--- config.mk ---
export PLATFORM = sky130hd
export DESIGN_NAME = fifo_flag_router
export DESIGN_NICKNAME = d
export VERILOG_FILES = /design/src/rtl/fflag_pkg.sv /design/src/rtl/fflag_level.sv /design/src/rtl/fflag_pin_mux.sv /design/src/rtl/fifo_flag_router.sv
export SDC_FILE = /design/constraint.sdc
export NUM_CORES = 1
export LEC_CHECK = 0
export BUFFER_PORTS_ARGS = -buffer_cell sky130_fd_sc_hd__buf_2
export CORE_UTILIZATION = 30
export CTS_CLUSTER_SIZE = 40
export DETAILED_ROUTE_END_ITERATION = 16
export RECOVER_POWER = 50
export SLEW_MARGIN = 20
export SYNTH_ARGS = -nofsm -noshare
export SYNTH_HDL_FRONTEND = slang
export SYNTH_SLANG_ARGS = --single-unit
--- constraint.sdc ---
create_clock -name clk -period 2.36 [get_ports clk]
set_input_delay 0.472 -clock clk [delete_from_list [all_inputs] [get_ports clk]]
set_output_delay 0.472 -clock clk [all_outputs]
set_load 0.01 [all_outputs]
--- src/rtl/fflag_pkg.sv ---
package fflag_pkg;

   localparam int NUM_DIRS      = 2;
   localparam int FLAGS_PER_DIR = 4;
   localparam int NUM_FLAGS     = NUM_DIRS * FLAGS_PER_DIR;
   localparam int SEL_W         = $clog2(NUM_FLAGS);

   typedef enum logic [1:0] {
      FL_EMPTY  = 2'd0,
      FL_AEMPTY = 2'd1,
      FL_AFULL  = 2'd2,
      FL_FULL   = 2'd3
   } flag_code_e;

   // packed: empty lands in bit 0, full in bit 3
   typedef struct packed {
      logic full;
      logic afull;
      logic aempty;
      logic empty;
   } dir_flags_t;

   function automatic dir_flags_t idle_flags();
      dir_flags_t f;
      f.full   = 1'b0;
      f.afull  = 1'b0;
      f.aempty = 1'b1;
      f.empty  = 1'b1;
      return f;
   endfunction

endpackage

--- src/rtl/fflag_level.sv ---
module fflag_level
   import fflag_pkg::*;
#(
   parameter int DEPTH = 16,
   parameter int PW    = $clog2(DEPTH) + 1
) (
   input  logic          clk,
   input  logic          rst_n,
   input  logic [PW-1:0] wr_ptr,
   input  logic [PW-1:0] rd_ptr,
   input  logic [PW-1:0] ae_off,
   input  logic [PW-1:0] af_off,
   output dir_flags_t    flags_q
);

   localparam logic [PW-1:0] DEPTH_V  = PW'(DEPTH);
   localparam logic [PW:0]   DEPTH_WX = (PW+1)'(DEPTH);

   logic [PW-1:0] fill;
   logic [PW:0]   af_sum;
   dir_flags_t    flags_d;

   assign fill   = wr_ptr - rd_ptr;
   assign af_sum = {1'b0, fill} + {1'b0, af_off};

   always_comb begin
      flags_d.empty  = (fill == '0);
      flags_d.full   = (fill == DEPTH_V);
      flags_d.aempty = (fill <= ae_off);
      flags_d.afull  = (af_sum >= DEPTH_WX);
   end

   always_ff @(posedge clk or negedge rst_n) begin
      if (!rst_n) flags_q <= idle_flags();
      else        flags_q <= flags_d;
   end

   assert_fill_legal_R1: assert property (@(posedge clk) disable iff (!rst_n)
      fill <= DEPTH_V);

   assert_full_not_empty_R2: assert property (@(posedge clk) disable iff (!rst_n)
      !(flags_q.full && flags_q.empty));

   assert_empty_in_ae_R3: assert property (@(posedge clk) disable iff (!rst_n)
      flags_q.empty |-> flags_q.aempty);

   assert_full_in_af_R4: assert property (@(posedge clk) disable iff (!rst_n)
      flags_q.full |-> flags_q.afull);

endmodule

--- src/rtl/fflag_pin_mux.sv ---
module fflag_pin_mux
   import fflag_pkg::*;
(
   input  logic [NUM_FLAGS-1:0] flags,
   input  logic [SEL_W-1:0]     sel,
   input  logic                 pol,
   input  logic                 ovr_en,
   input  logic                 ovr_val,
   output logic                 pin
);

   logic picked;

   always_comb begin
      picked = ovr_en ? ovr_val : flags[sel];
      pin    = picked ^ pol;
   end

endmodule

--- src/rtl/fifo_flag_router.sv ---
module fifo_flag_router
   import fflag_pkg::*;
#(
   parameter int DEPTH      = 16,
   parameter int NPINS      = 4,
   parameter int PARITY_PIN = 0,
   parameter int AW         = $clog2(DEPTH),
   parameter int PW         = AW + 1
) (
   input  logic                   clk,
   input  logic                   rst_n,
   input  logic [PW-1:0]          ab_wr_ptr,
   input  logic [PW-1:0]          ab_rd_ptr,
   input  logic [PW-1:0]          ba_wr_ptr,
   input  logic [PW-1:0]          ba_rd_ptr,
   input  logic [PW-1:0]          ab_ae_off,
   input  logic [PW-1:0]          ab_af_off,
   input  logic [PW-1:0]          ba_ae_off,
   input  logic [PW-1:0]          ba_af_off,
   input  logic [SEL_W*NPINS-1:0] pin_sel,
   input  logic [NPINS-1:0]       pin_pol,
   input  logic                   parity_en,
   input  logic                   parity_route,
   input  logic                   parity_err,
   output logic [NUM_FLAGS-1:0]   flags_o,
   output logic [NPINS-1:0]       pin_o
);

   if (DEPTH < 2 || (1 << AW) != DEPTH) begin : g_bad_depth
      $error("fifo_flag_router: DEPTH must be a power of two, at least 2");
   end
   if (NPINS < 1) begin : g_bad_npins
      $error("fifo_flag_router: NPINS must be at least 1");
   end
   if (PARITY_PIN < 0 || PARITY_PIN >= NPINS) begin : g_bad_ppin
      $error("fifo_flag_router: PARITY_PIN out of range");
   end

   logic [PW-1:0] wr_v  [NUM_DIRS];
   logic [PW-1:0] rd_v  [NUM_DIRS];
   logic [PW-1:0] aeo_v [NUM_DIRS];
   logic [PW-1:0] afo_v [NUM_DIRS];
   dir_flags_t    dflags[NUM_DIRS];

   assign wr_v[0]  = ab_wr_ptr;
   assign rd_v[0]  = ab_rd_ptr;
   assign aeo_v[0] = ab_ae_off;
   assign afo_v[0] = ab_af_off;
   assign wr_v[1]  = ba_wr_ptr;
   assign rd_v[1]  = ba_rd_ptr;
   assign aeo_v[1] = ba_ae_off;
   assign afo_v[1] = ba_af_off;

   for (genvar d = 0; d < NUM_DIRS; d++) begin : g_dir
      fflag_level #(.DEPTH(DEPTH), .PW(PW)) u_level (
         .clk     (clk),
         .rst_n   (rst_n),
         .wr_ptr  (wr_v[d]),
         .rd_ptr  (rd_v[d]),
         .ae_off  (aeo_v[d]),
         .af_off  (afo_v[d]),
         .flags_q (dflags[d])
      );
      assign flags_o[d*FLAGS_PER_DIR +: FLAGS_PER_DIR] = dflags[d];
   end

   logic par_err_q;
   always_ff @(posedge clk or negedge rst_n) begin
      if (!rst_n) par_err_q <= 1'b0;
      else        par_err_q <= parity_err;
   end

   logic par_show;
   assign par_show = parity_en & parity_route;

   for (genvar p = 0; p < NPINS; p++) begin : g_pin
      logic [SEL_W-1:0] sel_p;
      logic             ovr_p;
      assign sel_p = pin_sel[p*SEL_W +: SEL_W];

      if (p == PARITY_PIN) begin : g_ovr
         assign ovr_p = par_show;
         assert_parity_pin_R8: assert property (@(posedge clk) disable iff (!rst_n)
            par_show |-> (pin_o[p] == (par_err_q ^ pin_pol[p])));
      end else begin : g_plain
         assign ovr_p = 1'b0;
      end

      fflag_pin_mux u_mux (
         .flags   (flags_o),
         .sel     (sel_p),
         .pol     (pin_pol[p]),
         .ovr_en  (ovr_p),
         .ovr_val (par_err_q),
         .pin     (pin_o[p])
      );

      assert_pin_route_R6: assert property (@(posedge clk) disable iff (!rst_n)
         !ovr_p |-> (pin_o[p] == (flags_o[sel_p] ^ pin_pol[p])));
   end

endmodule

Yosys cells after proc, flatten, opt, wreduce, memory -nomap -nowiden
Cells that the tools add are included.

Add/sub/neg operators: 4. Multiply operators: 0. Div/mod/pow operators: 0. Magnitude comparators: 8. Equal/unequal tests: 2. Shift operators: 0. Muxes and demuxes: 9. Bitwise operators: 5. Reductions and logical operators: 2.

Operators with widths (count): less-than comparator 3 x 4 -> 1 bit (second input constant) (4); adder 5 x 5 -> 6 bit (2); binary-select mux 1 bit (select 3 bit) (4); >= comparator 6 x 5 -> 1 bit (second input constant) (2); equality test 5 bit (second input constant) (2); less-or-equal comparator 5 bit (2); logical NOT 5 bit (2); subtractor 5 bit (2); 2-to-1 mux 1 bit (5); bitwise XOR 1 bit (4); bitwise AND 1 bit (1).

Bits in registers: 9. Latch bits: 0. RAM bits: 0. Memory bits (read-only): 0. Input port bits: 61. Memories: 0.

Depth between registers and ports, before layout
Depth in word-level cells: 4. Gate-level depth with buffers: 11.

By module
From an unflattened synthesis, not the netlist that was laid out.

Cells, all modules: 137. Area total of the unflattened synthesis: 1406.3 µm².

By module, submodules not included: fflag_level (instances 2, cells each 57, area an instance 520.5 µm², seq. area each 102.6 µm²); fflag_pin_mux (instances 4, cells each 5, area an instance 82.6 µm², seq. area each 0.0 µm²); fifo_flag_router (instances 1, cells each 3, area an instance 35.0 µm², seq. area each 25.0 µm²).

Least setup slack after synthesis
Ideal clock, no wire load.

Kind: input to register. From: input port ab_wr_ptr[0]. To: register g_dir[0].u_level.flags_q[1] (netlist bit). Arrival time: 2.187 ns. Data required time: 2.283 ns. Path slack: 0.095 ns. Cell stages on the path: 10. Buffers on the path: 0. Cells stage by stage: inv_1 -> ha_1 -> inv_2 -> fa_1 -> xor2_1 -> ha_1 -> o21a_1 -> o21a_1 -> o21a_1 -> o22ai_1.

RTL lines: start, declared (RTL line fifo_flag_router.sv:12) `input logic [PW-1:0] ab_wr_ptr,`; end signal, assigned (RTL line fflag_level.sv:34) `if (!rst_n) flags_q <= idle_flags();`; end signal, assigned (RTL line fflag_level.sv:35) `else flags_q <= flags_d;`; end, declared (RTL line fflag_level.sv:13) `output dir_flags_t flags_q`.

==> flow_metrics.tcl <==
set metrics [dict create \
    run_status "complete, no violations" \
    synthesis.yosys.warnings 0 \
    finalCritPeriodShare_pct 93.5 \
    grt_max_degree 10 \
    synth_top_area_cell "sky130_fd_sc_hd__ha_1" \
    port_buffers 72 \
    dpl_worst_slack_ns -0.0753 \
    power_density_mw_per_mm2 492 \
    final_hold_viols 0 \
    synth_top_area_share_pct 24.9 \
    crit_path_start "ab_wr_ptr[0]" \
    diodes 0 \
    dieArea_mm2 0.00463 \
    first_global_vias 1126 \
    firstDrtPassIters 4 \
    number_of_synthesized_flops_with_an_enable_pin 0 \
    place.gp.congestion 0.716 \
    setup_slack_ns 0.152 \
    clkSlewWorstSetupHoldPaths_ns 0.04 \
    totalWireLength_mm 2.87 \
    worst_slew_pin_slew_ns 0.482 \
    detail_route.drc_violations 0 \
    clock.fmax_mhz 453 \
    horizontal_die_dimension_um 68.1 \
    clockRootBuffer "sky130_fd_sc_hd__clkbuf_8" \
    synthArstFlopShare_pct 100 \
    drtIter0Drc 11 \
    power.ir.vdd_worst_mv 0.186 \
    maxSlewViolCount 0 \
    max_cap_viols 0 \
    fin_nets 294 \
    hp-class "in2async" \
    end_kind "flip-flop" \
    area_growth_syn_to_layout_pct 37.0 \
    ys_types 30 \
    type_of_the_setup_path_with_the_least_slack "in2reg" \
    grt_resource_usage_total_pct 13.3 \
    grt_antenna_before_repair 0 \
    drive_above_1_share_pct 46.6 \
    post-dp-hpwl_mm 2.65 \
    worst_slew_margin_rel_pct 67.7 \
    yosys-top-cells-area "sky130_fd_sc_hd__ha_1 25%, sky130_fd_sc_hd__mux4_2 10%, sky130_fd_sc_hd__dfrtp_1 9.6%" \
    vias_per_cell 4.70 \
    syn_area_mm2 0.00131 \
    crit_end "g_dir[0].u_level.flags_q[1]$_DFF_PN1_" \
    i_o_pin_count 73 \
    die_h_um 68.1 \
    wire_length_of_the_first_global_routing_pass_mm 4.58 \
    clock_tree.buffer_depth 2 \
    synthMostInstantiatedCell "sky130_fd_sc_hd__ha_1" \
    tritoncts "yes" \
    critical_path_peak_fanout 2 \
    cts.htree.levels 1 \
    ys.flop_type "sky130_fd_sc_hd__dfrtp_1" \
    seq_total_area_yosys_pct 17.6 \
    vias 1195 \
    postSynthCellCount 126 \
    final_cells 254 \
    worst_setup_sp_type "input port" \
    postRouteAntennaNets 0 \
    rows 23 \
    cts_hold_repair.buffers 0 \
    cp.required_ns 2.50 \
    route.detailed.wl_per_inst_um 11.3 \
    mapped_nets 215 \
    setup-violations-final 0 \
    core_mm2 0.00409 \
    postSynthAreaPerCell_um2 10.4 \
    tritoncts_num_sinks 9 \
    power.leakage_uw 0.000962 \
    worst-endpoint-arrival_ns 2.35 \
    dp.cells 250 \
    ys_ff_latch 9 \
    overflow 0 \
    cts_made_buffers 3 \
    synth.top_cells.by_count "26 x sky130_fd_sc_hd__ha_1, 17 x sky130_fd_sc_hd__inv_1, 9 x sky130_fd_sc_hd__xnor2_1" \
    start_util_pct 32.0 \
    layout_min_cycle_time_ns 2.21 \
]
[cells in the final DEF (no fill, tap or decap), types with 3 or more instances in the layout]
cell                       Yosys  layout
sky130_fd_sc_hd__clkbuf_8      0       3
sky130_fd_sc_hd__inv_1        17      17
sky130_fd_sc_hd__a21o_1        4       4
sky130_fd_sc_hd__mux2i_1       4       4
sky130_fd_sc_hd__buf_2         0      67
sky130_fd_sc_hd__buf_4         4       6
sky130_fd_sc_hd__o21a_1        6       6
sky130_fd_sc_hd__dfstp_2       4       4
sky130_fd_sc_hd__o21ai_0       3       3
sky130_fd_sc_hd__nor2_1        3       3
sky130_fd_sc_hd__nand2_1       6       6
sky130_fd_sc_hd__mux4_2        6       6
sky130_fd_sc_hd__a21oi_2       3       3
sky130_fd_sc_hd__dfrtp_1       5       5
sky130_fd_sc_hd__xor2_1        3       3
sky130_fd_sc_hd__xnor2_1       9       8
sky130_fd_sc_hd__clkbuf_1      0       6
sky130_fd_sc_hd__ha_1         26      26
[sequential cells by signal, summed over array words and instances (netlist names)]
signal,flops
par_err_q,1
g_dir.u_level.flags_q,8
[per-layer routing]
metal	routed length, µm	GRT usage (%)	vias to the layer above
met5	0	0	-
met4	29	6.25	0
met3	205	1.50	2
met2	1440	25.4	43
met1	1190	14.4	542
li1	-	-	608
[timing repair]
item | CTS | global route
buffers inserted | 0 | 0
resized for setup | 0 | 1
setup endpoints to repair | 0 | 2
[how the worst min path moves through the flow]
| stage | cells past startpoint | to | from |
|---|---|---|---|
| final | 1 | par_err_q$_DFF_PN0_ | rst_n |
| after global routing | 1 | g_dir[0].u_level.flags_q[2]$_DFF_PN0_ | rst_n |
| after CTS | 1 | par_err_q$_DFF_PN0_ | rst_n |
| after detailed placement | 1 | par_err_q$_DFF_PN0_ | rst_n |
| after global placement | 1 | par_err_q$_DFF_PN0_ | rst_n |
| after floorplan | 0 | g_dir[0].u_level.flags_q[2]$_DFF_PN0_ | rst_n |
[metrics by stage]
stage / total power (µW) / util, % / hold WS (ns) / instance area (µm²) / TNS (ns)
5_1_grt: 976 / 43.9 / 0.215 / 1790 / -0.0256
3_5_place_dp: 720 / 42.7 / 0.332 / 1750 / -0.250
2_1_floorplan: 556 / - / 0.176 / 1310 / 0
6_report: 882 / 43.9 / 0.169 / 1790 / 0
4_1_cts: 898 / 43.8 / 0.0890 / 1790 / 0
3_3_place_gp: 710 / 42.7 / 0.329 / 1750 / -0.134
[where the power goes]
part	switching, µW	total [µW]	internal (µW)
combinational	220	487	268
clock	54.2	171	117
sequential	32.6	224	191
[critical path: stages]
cell and delay, ns:
sky130_fd_sc_hd__buf_2 0.10, sky130_fd_sc_hd__inv_1 0.05, sky130_fd_sc_hd__ha_1 0.15, sky130_fd_sc_hd__inv_2 0.04
sky130_fd_sc_hd__fa_1 0.46, sky130_fd_sc_hd__ha_1 0.30, sky130_fd_sc_hd__nor2b_1 0.14, sky130_fd_sc_hd__o21a_1 0.16
sky130_fd_sc_hd__o21a_1 0.17, sky130_fd_sc_hd__o21a_1 0.16, sky130_fd_sc_hd__o22ai_1 0.15
[cell families after synthesis]
group / after synthesis / share of synthesized area (%)
compound gates: 20 / 10.8
xor+xnor: 12 / 8.03
fa+ha+maj: 28 / 27.9
buf+inv: 23 / 7.74
flops: 9 / 17.6
mux: 12 / 17.4
simple gates: 22 / 10.5
[cell type report]
| cell class | count | area, µm² |
|---|---|---|
| fill | 418 | 2290 |
| multi-input combinational | 94 | 985 |
| timing repair buffer | 78 | 399 |
| sequential | 9 | 230 |
| inverter | 19 | 71.3 |
| tap | 50 | 62.6 |
| clock buffer | 4 | 45.0 |
Note: power is estimated with default switching activity, not from simulation.
